## config.mk

```make
export PLATFORM = sky130hd
export DESIGN_NAME = pwr_mode_top
export DESIGN_NICKNAME = d
export VERILOG_FILES = /design/src/rtl/pwr_mode_pkg.sv /design/src/rtl/pwr_mode_regs.sv /design/src/rtl/pwr_mode_ctrl.sv /design/src/rtl/pwr_mode_top.sv
export SDC_FILE = /design/constraint.sdc
export NUM_CORES = 1
export LEC_CHECK = 0
export ABC_CLOCK_PERIOD_IN_PS = 2600
export CAP_MARGIN = 30
export CORE_AREA = 3 3 58 60
export DETAILED_ROUTE_END_ITERATION = 7
export DIE_AREA = 0 0 61 63
export PLACE_DENSITY_LB_ADDON = 0.05
export SLEW_MARGIN = 40
export SYNTH_ARGS = -nofsm -noshare
export SYNTH_HDL_FRONTEND = slang
export SYNTH_HIERARCHICAL = 1
export SYNTH_SLANG_ARGS = --single-unit
```

## constraint.sdc

```tcl
create_clock -name clk -period 2.6 [get_ports clk]
set_clock_uncertainty 0.1 [all_clocks]
set_input_delay 0.78 -clock clk [delete_from_list [all_inputs] [get_ports clk]]
set_output_delay 0.78 -clock clk [all_outputs]
set_load 0.01 [all_outputs]
```

## src/rtl/pwr_mode_pkg.sv

```systemverilog
package pwr_mode_pkg;
  // strobes from control to the register datapath
  typedef struct packed {
    logic clrAll;   // any reset edge
    logic wrPlain;  // accepted write of unprotected bits
    logic wrStop;   // accepted write that may touch the Stop bit
    logic clrIdle;  // interrupt wake
  } pmStrobe_t;

  typedef struct packed {
    logic stop;
    logic idle;
  } pmStatus_t;

  localparam int unsigned BIT_IDLE = 0;
  localparam int unsigned BIT_STOP = 1;
  localparam int unsigned BIT_PFIE = 3;
  localparam logic [7:0] KEY_FIRST  = 8'hAA;
  localparam logic [7:0] KEY_SECOND = 8'h55;
endpackage

```

## src/rtl/pwr_mode_regs.sv

```systemverilog
module pwr_mode_regs
  import pwr_mode_pkg::*;
#(
  parameter int unsigned DATA_W = 8
) (
  input  logic              clk,
  input  pmStrobe_t         stb,
  input  logic [DATA_W-1:0] wrData,
  output pmStatus_t         status,
  output logic              pfieQ,
  output logic [DATA_W-1:0] rdData
);
  logic idleQ, stopQ, pfieR;

  always_ff @(posedge clk) begin
    if (stb.clrAll) begin
      idleQ <= 1'b0;
      stopQ <= 1'b0;
      pfieR <= 1'b0;
    end else if (stb.wrStop && wrData[BIT_STOP]) begin
      // Stop wins over a simultaneous Idle request
      stopQ <= 1'b1;
      idleQ <= 1'b0;
      pfieR <= wrData[BIT_PFIE];
    end else begin
      if (stb.wrPlain) begin
        idleQ <= wrData[BIT_IDLE];
        pfieR <= wrData[BIT_PFIE];
      end
      if (stb.clrIdle) idleQ <= 1'b0;
    end
  end

  always_comb begin
    rdData           = '0;
    rdData[BIT_IDLE] = idleQ;
    rdData[BIT_STOP] = stopQ;
    rdData[BIT_PFIE] = pfieR;
  end

  assign status = '{stop: stopQ, idle: idleQ};
  assign pfieQ  = pfieR;
endmodule

```

## src/rtl/pwr_mode_ctrl.sv

```systemverilog
module pwr_mode_ctrl
  import pwr_mode_pkg::*;
#(
  parameter int unsigned STAB_CYCLES = 21504,
  parameter int unsigned TA_WINDOW   = 4
) (
  input  logic       clk,
  input  logic       porRst,
  input  logic       extRst,
  input  logic       regWrEn,
  input  logic       taWrEn,
  input  logic [7:0] taWrData,
  input  logic       intPulse,
  input  pmStatus_t  status,
  output pmStrobe_t  stb,
  output logic       waking,
  output logic       cpuHalt
);
  localparam int unsigned CNT_W = $clog2(STAB_CYCLES + 1);
  localparam int unsigned TA_W  = $clog2(TA_WINDOW + 1);

  typedef enum logic {KEY_WAIT, KEY_ARMED} keyState_t;

  keyState_t      keyState;
  logic [TA_W-1:0]  winCnt;
  logic [CNT_W-1:0] stabCnt;
  logic             wakingQ;
  logic             anyRst, winOpen, keyDone;

  assign anyRst  = porRst | extRst;
  assign winOpen = (winCnt != '0);
  assign keyDone = taWrEn && (keyState == KEY_ARMED) && (taWrData == KEY_SECOND);
  assign cpuHalt = anyRst | wakingQ | status.stop | status.idle;
  assign waking  = wakingQ;

  always_comb begin
    stb.clrAll  = anyRst;
    stb.wrPlain = regWrEn & ~cpuHalt;
    stb.wrStop  = regWrEn & ~cpuHalt & winOpen;
    stb.clrIdle = intPulse;
  end

  // stabilisation hold and unlock window
  always_ff @(posedge clk) begin
    if (porRst) begin
      wakingQ  <= 1'b1;
      stabCnt  <= '0;
      keyState <= KEY_WAIT;
      winCnt   <= '0;
    end else if (extRst) begin
      if (status.stop || wakingQ) wakingQ <= 1'b1;
      stabCnt  <= '0;
      keyState <= KEY_WAIT;
      winCnt   <= '0;
    end else begin
      if (wakingQ) begin
        if (stabCnt == CNT_W'(STAB_CYCLES - 1)) wakingQ <= 1'b0;
        else stabCnt <= stabCnt + 1'b1;
      end
      if (taWrEn) begin
        if (taWrData == KEY_FIRST && !keyDone) keyState <= KEY_ARMED;
        else keyState <= KEY_WAIT;
      end
      if (keyDone) winCnt <= TA_W'(TA_WINDOW);
      else if (winOpen) winCnt <= winCnt - 1'b1;
    end
  end
endmodule

```

## src/rtl/pwr_mode_top.sv

```systemverilog
module pwr_mode_top
  import pwr_mode_pkg::*;
#(
  parameter int unsigned STAB_CYCLES = 21504,
  parameter int unsigned TA_WINDOW   = 4
) (
  input  logic       clk,
  input  logic       porRst,
  input  logic       extRst,
  input  logic       regWrEn,
  input  logic [7:0] regWrData,
  input  logic       taWrEn,
  input  logic [7:0] taWrData,
  input  logic       intPulse,
  input  logic       cpuAle,
  input  logic       cpuPsen,
  output logic [7:0] regRdData,
  output logic       pfIntEn,
  output logic       cpuHalt,
  output logic       oscClkEn,
  output logic       wdtRunEn,
  output logic       alePin,
  output logic       psenPin
);
  pmStrobe_t stb;
  pmStatus_t status;
  logic      waking;

  pwr_mode_ctrl #(.STAB_CYCLES(STAB_CYCLES), .TA_WINDOW(TA_WINDOW)) u_ctrl (
    .clk(clk), .porRst(porRst), .extRst(extRst), .regWrEn(regWrEn),
    .taWrEn(taWrEn), .taWrData(taWrData), .intPulse(intPulse),
    .status(status), .stb(stb), .waking(waking), .cpuHalt(cpuHalt)
  );

  pwr_mode_regs #(.DATA_W(8)) u_regs (
    .clk(clk), .stb(stb), .wrData(regWrData), .status(status),
    .pfieQ(pfIntEn), .rdData(regRdData)
  );

  assign oscClkEn = ~status.stop;
  assign wdtRunEn = ~status.stop & ~waking;
  assign alePin   = (status.stop | status.idle) ? 1'b1 : cpuAle;
  assign psenPin  = status.stop ? 1'b0 : (status.idle ? 1'b1 : cpuPsen);
endmodule

```

* After elaboration in Yosys (flattened, before gate mapping)
Cells that the tools add are included. W data, S select, Z words.
Cells by class: $add $sub $neg 2, bitwise gates (word level) 12, eq/ne operators 4, multiplexer cells 12, multiply operators 0, div/mod/pow operators 0, reductions and logical operators 13, order comparisons 0, shifts and indexed selects 0
Operators with widths (number):
- $add A15 B1 Y15 const B | 1
- $eq A15 B15 Y1 const B | 1
- $mux W1 | 10
- $eq A8 B7 Y1 const B | 1
- $eq A8 B8 Y1 const B | 1
- $mux W3 | 2
- $reduce_or A3 Y1 | 2
- $or A1 B1 Y1 | 5
- $logic_and A1 B1 Y1 | 4
- $not A1 Y1 | 4
- $reduce_bool A2 Y1 | 2
- $and A1 B1 Y1 | 3
- $reduce_bool A3 Y1 | 1
- $sub A3 B1 Y3 const B | 1
- $ne A2 B1 Y1 const B | 1
- $reduce_and A2 Y1 | 1
- $reduce_or A2 Y1 | 1
- $logic_not A1 Y1 | 1
- $logic_or A1 B1 Y1 | 1
Storage, ports and cells: memories kept 0, bits in latches 0, bits in read-only memories 0, output and inout port bits 14, input bits 24, RAM bits 0, register bits 23, logic and storage cells 51

* Longest topological paths before layout
word-level depth 9, depth in mapped cells 7, gate-level depth less buffers 7

* Cells and area by module
The synthesis kept the hierarchy.
By module, submodules not included:
- pwr_mode_ctrl | sequential area each 400.4 um^2, instances 1, cells an instance 123, area an instance 1073.5 um^2
- pwr_mode_regs | sequential area each 60.1 um^2, instances 1, cells an instance 22, area an instance 200.2 um^2
- pwr_mode_top | sequential area each 0.0 um^2, instances 1, cells an instance 4, area an instance 23.8 um^2

* Worst setup path after synthesis
No wires, ideal clock.
path type in2out, from input extRst, to output cpuHalt, setup slack 202 ps, arrival time 1518 ps, required time 1720 ps, stages on the path 4, buffers on the path 0, cell sequence nor2_1 inv_2 nor4_1 inv_1
Between the ends: word-level cells in the longest chain between the ends 4
Ends and longest elaborated chain:
- start, declared | RTL line pwr_mode_top.sv:9 | input logic extRst,
- $or A1 B1 Y1 | RTL line pwr_mode_ctrl.sv:30 | assign anyRst = porRst | extRst;
- $or A1 B1 Y1 (3 in series) | RTL line pwr_mode_ctrl.sv:33 | assign cpuHalt = anyRst | wakingQ | status.stop | status.idle;
- end, declared | RTL line pwr_mode_top.sv:19 | output logic cpuHalt,
No other way between the ends.

* Worst setup path in the final report
from input cpuPsen, to output psenPin
Between the ends: word-level cells in the longest chain between the ends 2
Ends and longest elaborated chain:
- start, declared | RTL line pwr_mode_top.sv:16 | input logic cpuPsen,
- $mux W1 (2 in series) | RTL line pwr_mode_top.sv:43 | assign psenPin = status.stop ? 1'b0 : (status.idle ? 1'b1 : cpuPsen);
- end, declared | RTL line pwr_mode_top.sv:23 | output logic psenPin
No other way between the ends.

==> results.ini <==
[detailed_routing]
drc_errors = 0
drtPass1Iterations = 4
vias_per_cell = 5.57
wire_per_inst_microns = 13.7
drt_iter0_markers = 45
via_count = 1159
routed_wl_microns = 2860
antenna_left = 0

[floorplan]
io_pins = 38
die_area_sq_mm = 0.00384
die_h_microns = 63
start_util = 0.436
die_x_microns = 61
row_count = 20
core-area_sq_mm = 0.00298

[synthesis]
syn_area_sq_mm = 0.00130
ys_async_sr_fraction = 0
ys.flop_type = dfxtp_1
synth_cell_types = 45
syn_area_per_cell_sq_um = 8.71
seq_area_frac_synth = 0.355
synth_cells = 149
synth-edff-count = 0
ys_warn_count = 6
synth_seq_cells = 23

[clocking]
cts_root_buffer = clkbuf_4
clk_pin_slew_ns = 0.12
numCtsBuffers = 3
clkSinkCount = 23
clock_path_buffers = 2
clock_latency_ns = 0.31
cts_tree = done
ctsHtreeMaxLevel = 1
cts_setup_buffers = 0

[power_and_ir_drop]
ir_drop_mv = 0.198
swShare = 0.224
power.switching_uw = 129
p_int_uw = 448
p_clk_frac = 0.285
power_frac_comb = 0.099
power.total_uw = 577
power_density_mw_per_mm2 = 362
p_seq_frac = 0.616
power.static_leakage_nw = 0.596

[timing]
layout_setup_ws_ns = 0.0982
fmax_mhz = 400
fin_setup_tns_ns = 0
hold_viol_final = 0
slew_viol_final = 0
period_needed_ns = 2.50
setup_viol = 0
finalCritPeriodShare = 0.962
rsz0062_at_grt = no

[setup_path]
crit_required_ns = 1.72
r2r_cells = 4
cp_max_fo = 1
worstSetupPathType = input port to output port
worst_ep_arrival_time_ns = 1.62
worstSetupEndpointType = output port
cp-start-kind = input port

[place]
dp_slack_ns = -0.527
globalplace.congestion = 0.774
hpwlAfterDp_microns = 2170
dp.cells = 204
portBuffers = 27

[run_status]
outcome = finished, final reports clean

[finish]
n_antenna_cell = 0
fin_nets = 204
final_common_cell = dfxtp_1
final_cell_mix = dfxtp_1, clkdlybuf4s50_1, nor2_1
area.growth.synth_to_final_pct = 22.9
layout-drive-gt1-share = 0.109
n_fill_cell = 300
stdcell_count = 208

[global_routing]
grt_usage = 0.159
grt_pass1_vias = 1066
antenna_found_initial = 0
grt_max_degree = 19
grt_overflow = 0
grt_pass1_wl_microns = 4710

[min_path]
whs_path_depth = 2
hold_path_class = register to register

[job]
drv_cap = 0

==> kinds of logic (layout without fill, tap and decap cells) <==
| group | after synthesis | count (layout) | synth area share |
|---|---|---|---|
| AO/OA/AOI/OAI | 33 | 33 | 0.177 |
| other | 1 | 5 | 0.00289 |
| adder cells (fa/ha/maj) | 4 | 4 | 0.0386 |
| AND/OR/NAND/NOR | 60 | 60 | 0.279 |
| multiplexers | 3 | 3 | 0.0231 |
| flip-flops | 23 | 23 | 0.355 |
| buffers and inverters | 22 | 44 | 0.104 |
| XOR/XNOR | 3 | 3 | 0.0203 |
==> final timing paths <==
path	from	endpoint	slack (ns)
setup / recovery	cpuPsen	psenPin	0.1
hold / removal	u_ctrl/keyState	u_ctrl/keyState	0.38
setup reg to reg	u_ctrl/stabCnt[2]	u_ctrl/stabCnt[14]	0.71
hold reg to reg	u_ctrl/keyState	u_ctrl/keyState	0.38
==> worst max-delay path, stage by stage <==
cell	delay [ns]
clkdlybuf4s50_1	0.40
o21ba_1	0.16
dlygate4sd2_1	0.28
==> registers in the layout, summed over array words and instances (netlist names) <==
name / flops
u_ctrl/waking: 1
u_regs/stopQ: 1
u_regs/idleQ: 1
u_ctrl/keyState: 1
u_regs/pfieQ: 1
u_ctrl/stabCnt: 15
u_ctrl/winCnt: 3
==> metrics by stage <==
step / cell area, sq um / hold slack (ns) / utilization
floorplan: 1310 / 0.345 / -
global placement: 1560 / 0.358 / 0.523
detailed placement: 1560 / 0.368 / 0.523
CTS: 1600 / 0.386 / 0.537
global route: 1590 / 0.419 / 0.535
finish: 1590 / 0.378 / 0.535
==> routing by layer <==
metal | wire [microns] | global-route usage
met5 | 0 | 0
met4 | 18 | 0.0488
met3 | 192 | 0.0351
met2 | 1460 | 0.273
met1 | 1190 | 0.190
==> power groups by stage <==
stage	clock network [mW]	registers [mW]	logic, mW
after global placement	0	0.363	0.0566
after global routing	0.188	0.356	0.0615
final	0.164	0.356	0.0569
after CTS	0.172	0.356	0.0581
after detailed placement	0	0.363	0.0578
after floorplan	0	0.363	0.0257
==> what timing repair did <==
item / in CTS / in global routing
hold buffers: 0 / 0
endpoints found under the hold margin: 0 / 0
endpoints found under the setup margin: 3 / 2
pin swaps: 1 / 2
gates resized for setup: 9 / 4
==> cell usage after synthesis, drive strengths merged, types with 2 or more instances <==
library cell   n  area share
and3           2      0.0096
nor4           2       0.014
dfxtp         23        0.35
nor2b          2      0.0096
nand2          9       0.026
nand4b         2       0.014
nand3          4       0.015
xor2           2       0.014
nor4bb         4       0.031
nor2          16       0.046
inv            8       0.023
nand4bb        2       0.017
a31oi          3       0.014
o41ai          4       0.033
or3            5       0.028
mux2i          3       0.023
buf           13       0.078
a21oi         12       0.046
ha             4       0.039
nand4          2       0.014
nand2b         3       0.014
nor3           4       0.019
o21ai          6       0.023
==> area by class of cell <==
| type | instances | area, sq um | share of cell area |
|---|---|---|---|
| Clock buffer | 4 | 26.3 | 0.0165 |
| Timing Repair Buffer | 32 | 302 | 0.189 |
| Inverter | 8 | 30.0 | 0.0188 |
| Multi-Input combinational cell | 108 | 734 | 0.461 |
| Sequential cell | 23 | 460 | 0.289 |
| Tap cell | 33 | 41.3 | 0.0259 |
(Power assumes the default switching activity.)
